[config.mk]
export PLATFORM = sky130hd
export DESIGN_NAME = burst_addr_ctr
export DESIGN_NICKNAME = d
export VERILOG_FILES = /design/src/rtl/burst_addr_pkg.sv /design/src/rtl/burst_sel_dec.sv /design/src/rtl/burst_next_addr.sv /design/src/rtl/burst_addr_reg.sv /design/src/rtl/burst_addr_ctr.sv
export SDC_FILE = /design/constraint.sdc
export NUM_CORES = 1
export LEC_CHECK = 0
export ABC_AREA = 0
export ABC_CLOCK_PERIOD_IN_PS = 3600
export BUFFER_PORTS_ARGS = -buffer_cell sky130_fd_sc_hd__buf_4
export CORE_ASPECT_RATIO = 0.7
export CORE_MARGIN = 2
export CORE_UTILIZATION = 57
export DETAILED_ROUTE_END_ITERATION = 7
export PLACE_DENSITY = 0.95
export REMOVE_ABC_BUFFERS = 1
export SETUP_SLACK_MARGIN = 0.4
export SKIP_CTS_REPAIR_TIMING = 1
export SLEW_MARGIN = 20
export SYNTH_ARGS = -nofsm -noshare
export SYNTH_HDL_FRONTEND = slang
export SYNTH_HIERARCHICAL = 1
export SYNTH_SLANG_ARGS = --single-unit
[constraint.sdc]
create_clock -name clk_i -period 3.6 [get_ports clk_i]
set_clock_uncertainty 0.15 [all_clocks]
set_input_delay 0.72 -clock clk_i [delete_from_list [all_inputs] [get_ports clk_i]]
set_output_delay 0.72 -clock clk_i [all_outputs]
set_load 0.03 [all_outputs]
[src/rtl/burst_addr_pkg.sv]
package burst_addr_pkg;
  typedef enum logic [1:0] {
    SEL_LOAD = 2'd0,
    SEL_RPT  = 2'd1,
    SEL_INC  = 2'd2,
    SEL_HOLD = 2'd3
  } addr_sel_e;
endpackage

[src/rtl/burst_sel_dec.sv]
module burst_sel_dec
  import burst_addr_pkg::*;
(
  input  logic      ld_ni,
  input  logic      inc_ni,
  input  logic      rpt_ni,
  output addr_sel_e sel_o
);
  // load > repeat > step > hold
  always_comb begin
    if (!ld_ni)       sel_o = SEL_LOAD;
    else if (!rpt_ni) sel_o = SEL_RPT;
    else if (!inc_ni) sel_o = SEL_INC;
    else              sel_o = SEL_HOLD;
  end
endmodule

[src/rtl/burst_next_addr.sv]
module burst_next_addr
  import burst_addr_pkg::*;
#(
  parameter int unsigned AW = 18
) (
  input  addr_sel_e       sel_i,
  input  logic [AW-1:0]   ext_addr_i,
  input  logic [AW-1:0]   cnt_q_i,
  input  logic [AW-1:0]   last_q_i,
  output logic [AW-1:0]   nxt_o
);
  localparam logic [AW-1:0] ONE = AW'(1);

  always_comb begin
    unique case (sel_i)
      SEL_LOAD: nxt_o = ext_addr_i;
      SEL_RPT:  nxt_o = last_q_i;
      SEL_INC:  nxt_o = cnt_q_i + ONE;  // wraps modulo 2**AW
      default:  nxt_o = cnt_q_i;
    endcase
  end
endmodule

[src/rtl/burst_addr_reg.sv]
module burst_addr_reg #(
  parameter int unsigned AW = 18
) (
  input  logic          clk_i,
  input  logic          rst_ni,
  input  logic          en_i,
  input  logic [AW-1:0] d_i,
  output logic [AW-1:0] q_o
);
  always_ff @(posedge clk_i or negedge rst_ni) begin
    if (!rst_ni)   q_o <= '0;
    else if (en_i) q_o <= d_i;
  end
endmodule

[src/rtl/burst_addr_ctr.sv]
module burst_addr_ctr
  import burst_addr_pkg::*;
#(
  parameter int unsigned AW = 18
) (
  input  logic          clk_i,
  input  logic          rst_ni,
  input  logic [AW-1:0] ext_addr_i,
  input  logic          ld_ni,
  input  logic          inc_ni,
  input  logic          rpt_ni,
  output logic [AW-1:0] addr_o,
  output logic [AW-1:0] last_addr_o
);
  addr_sel_e     sel;
  logic [AW-1:0] cnt_q;
  logic [AW-1:0] last_q;
  logic [AW-1:0] nxt;

  burst_sel_dec u_dec (
    .ld_ni  (ld_ni),
    .inc_ni (inc_ni),
    .rpt_ni (rpt_ni),
    .sel_o  (sel)
  );

  burst_next_addr #(.AW(AW)) u_nxt (
    .sel_i      (sel),
    .ext_addr_i (ext_addr_i),
    .cnt_q_i    (cnt_q),
    .last_q_i   (last_q),
    .nxt_o      (nxt)
  );

  // counter always follows the address just accessed
  burst_addr_reg #(.AW(AW)) u_cnt (
    .clk_i  (clk_i),
    .rst_ni (rst_ni),
    .en_i   (1'b1),
    .d_i    (nxt),
    .q_o    (cnt_q)
  );

  burst_addr_reg #(.AW(AW)) u_last (
    .clk_i  (clk_i),
    .rst_ni (rst_ni),
    .en_i   (sel == SEL_LOAD),
    .d_i    (ext_addr_i),
    .q_o    (last_q)
  );

  assign addr_o      = nxt;
  assign last_addr_o = last_q;
endmodule

==> results of run 1 <==
kinds of logic after synthesis:
group | after synthesis | share of synthesized area (%)
adder cells (fa/ha/maj) | 1 | 0.559
AO/OA/AOI/OAI | 36 | 10.0
other | 1 | 0.168
flip-flops | 36 | 40.3
XOR/XNOR | 13 | 5.09
AND/OR/NAND/NOR | 51 | 14.8
buffers and inverters | 16 | 5.54
multiplexers | 39 | 23.5
registers in the layout, indices dropped and copies added, names as in the netlist:
name / cells
u_cnt/q_o: 18
u_last/q_o: 18
cell usage in the layout (no fill, tap or decap), drive strengths merged, types with 2 or more instances in the layout:
| cell | netlist | layout |
|---|---|---|
| mux2 | 36 | 36 |
| nor2 | 3 | 3 |
| nand4 | 3 | 3 |
| a21oi | 12 | 12 |
| nand2 | 5 | 5 |
| nand2b | 2 | 2 |
| nand3 | 4 | 4 |
| nor2b | 12 | 12 |
| clkbuf | 6 | 8 |
| and2b | 3 | 3 |
| nor3 | 4 | 4 |
| a211oi | 15 | 15 |
| buf | 7 | 63 |
| xnor2 | 12 | 12 |
| a31oi | 3 | 3 |
| o21ai | 5 | 5 |
| or3 | 5 | 5 |
| inv | 3 | 3 |
| nor4 | 3 | 3 |
| mux2i | 2 | 2 |
| dfrtp | 36 | 36 |
| and4 | 2 | 2 |
cell usage after synthesis (all sizes together), types with 2 or more instances:
cell type	count	area [um2]
nand2b	2	20.0
and2b	3	22.5
a211oi	15	113
and4	2	17.5
or3	5	36.3
a21oi	12	60.1
nor2b	12	75.1
dfrtp	36	901
mux2i	2	20.0
mux2	36	480
xnor2	12	105
o21ai	5	25.0
nor4	3	18.8
nand4	3	33.8
a31oi	3	18.8
buf	7	90.1
nand3	4	20.0
clkbuf	6	22.5
nand2	5	18.8
inv	3	11.3
nor3	4	20.0
nor2	3	11.3
worst max-delay path, stage by stage:
cell	delay, ps
buf_4	110
a21boi_2	170
nand2b_4	180
or3_4	410
or3_1	360
a31oi_2	220
buf_6	160
cell type report:
cell class                 count  area, um2  area share, %
clock buffer                   8       90.1           3.25
inverter                       3       11.3          0.406
multi-input combinational    141       1230           44.3
sequential                    36        901           32.5
tap                           52       65.1           2.35
timing repair buffer          63        477           17.2
how the worst min path moves through the flow:
stage,cells after the start,startpoint,endpoint
2_1_floorplan,0,rst_ni,u_cnt/q_o[0]
6_report,1,rst_ni,u_cnt/q_o[16]
4_1_cts,1,rst_ni,u_cnt/q_o[16]
3_3_place_gp,1,u_last/q_o[1],u_last/q_o[1]
5_1_grt,1,rst_ni,u_cnt/q_o[16]
3_5_place_dp,1,u_last/q_o[4],u_last/q_o[4]
metrics by stage:
step                      instance area [um2]  hold slack [ps]  setup slack, ps  power [W]
after global routing                     2770              251              344    0.00141
after CTS                                2760              234              398    0.00135
after detailed placement                 2670              375              396    0.00104
final                                    2770              217              407    0.00135
after global placement                   2670              365              411    0.00102
after floorplan                          2120              274             -723   0.000864
power groups by stage:
stage                     Clock [W]  Sequential, W  Combinational (W)
after global placement            0       0.000550           0.000474
after global routing       0.000325       0.000560           0.000521
final                      0.000306       0.000550           0.000490
after CTS                  0.000310       0.000549           0.000487
after detailed placement          0       0.000556           0.000485
after floorplan                   0       0.000592           0.000272
routing by layer:
metal	vias to the layer above	wire (um)	track usage [%]
li1	818	-	-
met1	836	2210	30.9
met2	53	2270	35.9
met3	7	326	6.75
met4	0	63	8.13
met5	-	0	0
==> results.txt, run 1 <==
----------------------------------------------------
[Pwr]
  Internal portion of total power ... 0.000856 W
  Peak ir drop on the vdd network ... 296 uV
  Switching power ... 0.000489 W
  Combinational share of power ... 36.4%
  Power share of the sequential group ... 40.8%
  Switching part of the total power ... 36.3%
  Clk pwr share ... 22.7%
  Leak Pwr ... 1.21 nW
  PwrDens ... 485 mW/mm2

[Clocking]
  Clock network latency to the later pin of the worst-skew pair ... 300 ps
  TritonCTS Buffers ... 5
  Worst-path clk slew ... 70 ps
  Number of levels the H-tree was split into ... 2
  CTS tree ... done
  Clk root buf ... clkbuf_8
  Clk buf depth ... 2
  CTS sink cnt ... 36

[Critical path]
  Crit Reg-Reg Endpoint ... u_cnt/q_o[16]
  Register-to-Register Setup Slack ... 1420 ps
  Critical path capture point ... addr_o[16]
  Worst EP required ... 2730 ps
  Critical Path Fanout Max ... 8
  Path depth of the worst reg2reg path ... 6
  Setup Crit Path Kind ... in2out
  Critical R2R Launch ... u_cnt/q_o[0]
  Category of the worst setup path launch point ... input port
  Critical path launch point ... ld_ni
  Kind of capture point of the worst setup path ... output port
  Data arrival time at the worst-slack endpoint ... 2320 ps

[Flow run]
  Maximum capacitance violations ... 0

[Global route]
  Wire length of the first global-routing pass ... 7860 um
  Via count of the first global-routing pass ... 1686
  Antenna violations before repair ... 0
  Total gr overflow ... 0
  Pin count of the biggest net entering global routing ... 38
  Global Route Usage Sum ... 23.0%

[Layout]
  Antenna diode instance count ... 0
  Post-layout nets ... 274
  Number of standard cells in the layout, taps in and fillers out ... 303
  Fillers ... 288
  Area growth from synthesis to layout ... 24.0%
  Share of the core filled with cells ... 72.0%
  Share of layout cells above drive strength 1 ... 44.6%

[Run status]
  Result of the run ... complete, no violations

[STA]
  Post-layout min period ... 3190 ps
  Setup tns final ... 0 ps
  F_max ... 313 MHz
  Unrepaired setup endpoints after global routing ... yes
  Endpoints failing hold ... 0
  Setup-failing EPs final ... 0
  Final cycle utilization of the critical path ... 88.7%
  Pins Over Slew Limit ... 0

[Floorplanning]
  Die outline width ... 78.9 um
  Die Y-Extent ... 56.4 um
  Starting density of the core ... 58.1%
  Area of the die ... 0.00445 mm2
  Top-level I/O count ... 59
  Cell row count ... 19
  Area of the core ... 0.00385 mm2

[Detailed routing]
  Routed vias/inst ... 5.66
  DRT Pass-1 Iters ... 4
  WL per Instance ... 16.1 um
  Post-route DRC violation count ... 0
  Drt first-iter violations ... 133
  Post-route antenna net violation count ... 0
  Total routed wirelength ... 4870 um
  Via total after detailed routing ... 1714

[Logic synthesis]
  Leading register cell type out of synthesis ... dfrtp_1
  Number of warnings issued by yosys ... 6
  Async set-or-reset flop fraction in the synthesized netlist ... 100%
  Portion of the post-synthesis area used by sequential elements ... 40.3%
  Cell variety after synth ... 38
  Cell count after synthesis ... 193
  Number of flops mapped to enable cells by yosys ... 0
  Post-Syn Area ... 0.00224 mm2
  Mean cell area of the mapped netlist ... 11.6 um2
  Number of synthesized register bits ... 36

[Worst hold path]
  Worst hold path type ... in2async

[Place]
  Routability cong. ... 0.805
  IO Port Bufs ... 58
  Final HPWL from detailed placement ... 3380 um
  Cell total after placement ... 295

----------------------------------------------------
(Power assumes the default switching activity.)
==> run 2, diff against run 1 <==
--- a/config.mk
+++ b/config.mk
@@ -10,7 +10,7 @@
 export BUFFER_PORTS_ARGS = -buffer_cell sky130_fd_sc_hd__buf_4
 export CORE_ASPECT_RATIO = 0.7
 export CORE_MARGIN = 2
-export CORE_UTILIZATION = 57
+export CORE_UTILIZATION = 56
 export DETAILED_ROUTE_END_ITERATION = 7
 export PLACE_DENSITY = 0.95
 export REMOVE_ABC_BUFFERS = 1
@@ -19,5 +19,4 @@
 export SLEW_MARGIN = 20
 export SYNTH_ARGS = -nofsm -noshare
 export SYNTH_HDL_FRONTEND = slang
-export SYNTH_HIERARCHICAL = 1
 export SYNTH_SLANG_ARGS = --single-unit
==> results.txt, run 2 <==
----------------------------------------------------
[Run status]
  Result of the run ... complete, no violations (unchanged)

[Detailed routing]
  Post-route DRC violation count ... 0 (unchanged)
  Post-route antenna net violation count ... 0 (unchanged)
  Total routed wirelength ... 5430 um (was 4870 um)
  Via total after detailed routing ... 2020 (was 1714)
  WL per Instance ... 16.6 um (was 16.1 um)
  DRT Pass-1 Iters ... 5 (was 4)
  Routed vias/inst ... 6.16 (was 5.66)
  Drt first-iter violations ... 197 (was 133)

[Layout]
  Post-layout nets ... 301 (was 274)
  Top flop regs ... u_cnt.q_o (18), u_last.q_o (18) (was u_cnt/q_o (18), u_last/q_o (18))
  Antenna diode instance count ... 0 (unchanged)
  Number of standard cells in the layout, taps in and fillers out ... 328 (was 303)
  Area growth from synthesis to layout ... 31.3% (was 24.0%)
  Commonest cells after routing, fill and taps aside ... buf_4 (62), dfrtp_1 (35), a21oi_1 (23), nand2_1 (22), nor2b_1 (12) (was buf_4 (62), dfrtp_1 (36), mux2_4 (20), mux2_2 (16), a211oi_1 (15))
  Share of layout cells above drive strength 1 ... 30.9% (was 44.6%)
  Area of all placed cells without fillers ... 0.00269 mm2 (was 0.00277 mm2)
  Most common cell after layout, fill and taps aside ... buf_4 (unchanged)

[STA]
  Setup-failing EPs final ... 0 (unchanged)
  Final cycle utilization of the critical path ... 86.5% (was 88.7%)
  Post-layout min period ... 3110 ps (was 3190 ps)
  F_max ... 321 MHz (was 313 MHz)
  Setup tns final ... 0 ps (unchanged)
  Max_slew headroom ... 69.2%
  Unrepaired setup endpoints after global routing ... no (was yes)
  Slew of the pin with the lowest slew margin ... 461 ps
  Worst-case hold slack ... 230 ps (was 217 ps)
  Endpoints failing hold ... 0 (unchanged)
  Pins Over Slew Limit ... 0 (unchanged)

[Place]
  Routability cong. ... 0.902 (was 0.805)
  Final HPWL from detailed placement ... 3730 um (was 3380 um)
  Cell total after placement ... 319 (was 295)
  Placed standard-cell area ... 0.00253 mm2 (was 0.00267 mm2)
  IO Port Bufs ... 58 (unchanged)

[Logic synthesis]
  Largest cells by area after synthesis ... dfrtp_1 (44%), a21oi_1 (5.6%), nand2_1 (4.0%) (was dfrtp_1 (40%), mux2_4 (13%), mux2_2 (8.1%))
  Number of synthesized register bits ... 36 (unchanged)
  Synthesized-area fraction occupied by adder cells ... 0.611% (was 0.559%)
  Post-Syn Area ... 0.00205 mm2 (was 0.00224 mm2)
  Async set-or-reset flop fraction in the synthesized netlist ... 100% (unchanged)
  Most used standard cells in the synthesized netlist ... dfrtp_1 (36), a21oi_1 (23), nand2_1 (22) (was dfrtp_1 (36), mux2_4 (20), mux2_2 (16))
  Post-synthesis compound-gate area fraction ... 23.5% (was 10.0%)
  Top-count cell post-synth ... dfrtp_1 (unchanged)
  Mean cell area of the mapped netlist ... 9.36 um2 (was 11.6 um2)
  XOR/XNOR Fraction of Synth Area ... 0.427% (was 5.09%)
  Leading register cell type out of synthesis ... dfrtp_1 (unchanged)
  Post-synthesis cell type with the largest combined area ... dfrtp_1 (unchanged)
  Area share of the largest cell type after synthesis ... 44.0% (was 40.3%)
  Number of warnings issued by yosys ... 0 (was 6)
  Cell count after synthesis ... 219 (was 193)
  Number of flops mapped to enable cells by yosys ... 0 (unchanged)
  Portion of netlist area occupied by mux cells ... 7.26% (was 23.5%)
  Synthesized-area fraction occupied by and/or/nand/nor cells ... 21.4% (was 14.8%)
  Cell variety after synth ... 40 (was 38)
  Portion of the post-synthesis area used by sequential elements ... 44.0% (was 40.3%)
  Dominant combinational cell family by area after synthesis ... compound AO/OA/AOI/OAI gates (was multiplexers)

[Clocking]
  TritonCTS Buffers ... 5 (unchanged)
  CTS tree ... done (unchanged)
  Clock network latency to the later pin of the worst-skew pair ... 290 ps (was 300 ps)
  Clk buf depth ... 2 (unchanged)
  Worst-path clk slew ... 70 ps (about the same)
  Clk root buf ... clkbuf_8 (unchanged)
  CTS sink cnt ... 36 (unchanged)
  Number of levels the H-tree was split into ... 2 (unchanged)

[Worst hold path]
  Worst hold path type ... in2async (unchanged)

[Floorplanning]
  Die Y-Extent ... 54.6 um (was 56.4 um)
  Starting density of the core ... 58.3% (was 58.1%)
  Area of the die ... 0.00417 mm2 (was 0.00445 mm2)
  Cell row count ... 18 (was 19)
  Die outline width ... 76.3 um (was 78.9 um)
  Area of the core ... 0.00351 mm2 (was 0.00385 mm2)
  Top-level I/O count ... 59 (unchanged)

[Global route]
  Total gr overflow ... 0 (unchanged)
  Wire length of the first global-routing pass ... 8290 um (was 7860 um)
  Pin count of the biggest net entering global routing ... 40 (was 38)
  Antenna violations before repair ... 0 (unchanged)
  Global Route Usage Sum ... 25.8% (was 23.0%)
  Via count of the first global-routing pass ... 1713 (was 1686)

[Pwr]
  Peak ir drop on the vdd network ... 336 uV (was 296 uV)
  Leak Pwr ... 1.26 nW (was 1.21 nW)
  PwrDens ... 464 mW/mm2 (was 485 mW/mm2)

[Critical path]
  Library cell contributing the largest single delay on the critical path ... a22oi_1 (was or3_4)
  Category of the worst setup path launch point ... input port (unchanged)
  Most prevalent standard cell on the critical path ... buf_4
  Kind of capture point of the worst setup path ... output port (unchanged)
  Highest cell delay on the worst timing path ... 280 ps (was 410 ps)
  Critical Path Fanout Max ... 39 (was 8)
  Setup Crit Path Kind ... in2out (unchanged)
  Worst EP required ... 2730 ps (about the same)
  Critical path, cell by cell ... buf_6, buf_4, nand2_1, nor2_1, o21ai_0, a22oi_1, buf_4 (was buf_4, a21boi_2, nand2b_4, or3_4, or3_1, a31oi_2, buf_6)
  Data arrival time at the worst-slack endpoint ... 2240 ps (was 2320 ps)

[Flow run]
  Maximum capacitance violations ... 0 (unchanged)

----------------------------------------------------
==> run 2: changes by cell type in the layout (fill, tap and decap cells not counted), sizes merged, moves of 8 or more <==
cell,delta
a2bb2oi,+8
a211oi,-15
nand2,+17
mux2,-29
xnor2,-11
nor2,+8
a21o,+10
a21oi,+11
==> run 2: layout make-up <==
cell class | instances | area (um2)
Timing Repair Buffer | 63 | 477
Fill cell | 266 | 823
Sequential cell | 36 | 902
Inverter | 2 | 7.51
Clock inverter | 1 | 30.0
Multi-Input combinational cell | 169 | 1110
Tap cell | 50 | 62.6
Clock buffer | 7 | 96.3
==> run 2: path summary, 6_finish.rpt <==
kind | depth (start not counted) | slack (ps) | start | to
worst max register to register | 5 | 1620 | u_cnt.q_o[0] | u_cnt.q_o[16]
max in group asynchronous | 1 | 2730 | rst_ni | u_cnt.q_o[0]
worst min register to register | 1 | 360 | u_last.q_o[3] | u_last.q_o[3]
min in group clk_i | 1 | 360 | u_last.q_o[3] | u_last.q_o[3]
worst max-delay path | 7 | 490 | ld_ni | addr_o[9]
worst min-delay path | 1 | 230 | rst_ni | u_last.q_o[3]
==> run 2: kinds of logic after synthesis <==
family,after synthesis
xor gates and xnor gates,1
muxes,14
adders and majority gates,1
and+or+nand+nor,80
buffers and inverters,14
AOI/OAI and AO/OA,73
DFF,36
==> run 2: power by group <==
group | total (W) | switching [W] | internal, W
Sequential | 0.000503 | 0.0000533 | 0.000449
Clock | 0.000393 | 0.000149 | 0.000244
Combinational | 0.000352 | 0.000206 | 0.000145
Total | 0.00125 | 0.000408 | 0.000839
==> run 2: metrics by stage <==
stage | power (W) | util, % | worst slack (ps)
after floorplan | 0.000698 | - | 360
after global placement | 0.000835 | 71.9 | 475
after detailed placement | 0.000845 | 71.9 | 413
after CTS | 0.00124 | 75.5 | 410
after global routing | 0.00130 | 76.6 | 386
final | 0.00125 | 76.6 | 486
==> run 2: worst max-delay path, delay by kind of cell <==
family,cells,cell delay [ps]
and+or+nand+nor,2,350
AOI/OAI and AO/OA,2,440
buffers and inverters,3,730
==> run 2: routing by layer <==
layer	GRT usage (%)	vias to the layer above	share of wire, %
met2	40.7	131	45
met1	36.1	947	44
met4	6.67	0	1.1
li1	-	933	-
met3	6.93	9	9.8
met5	0	-	0
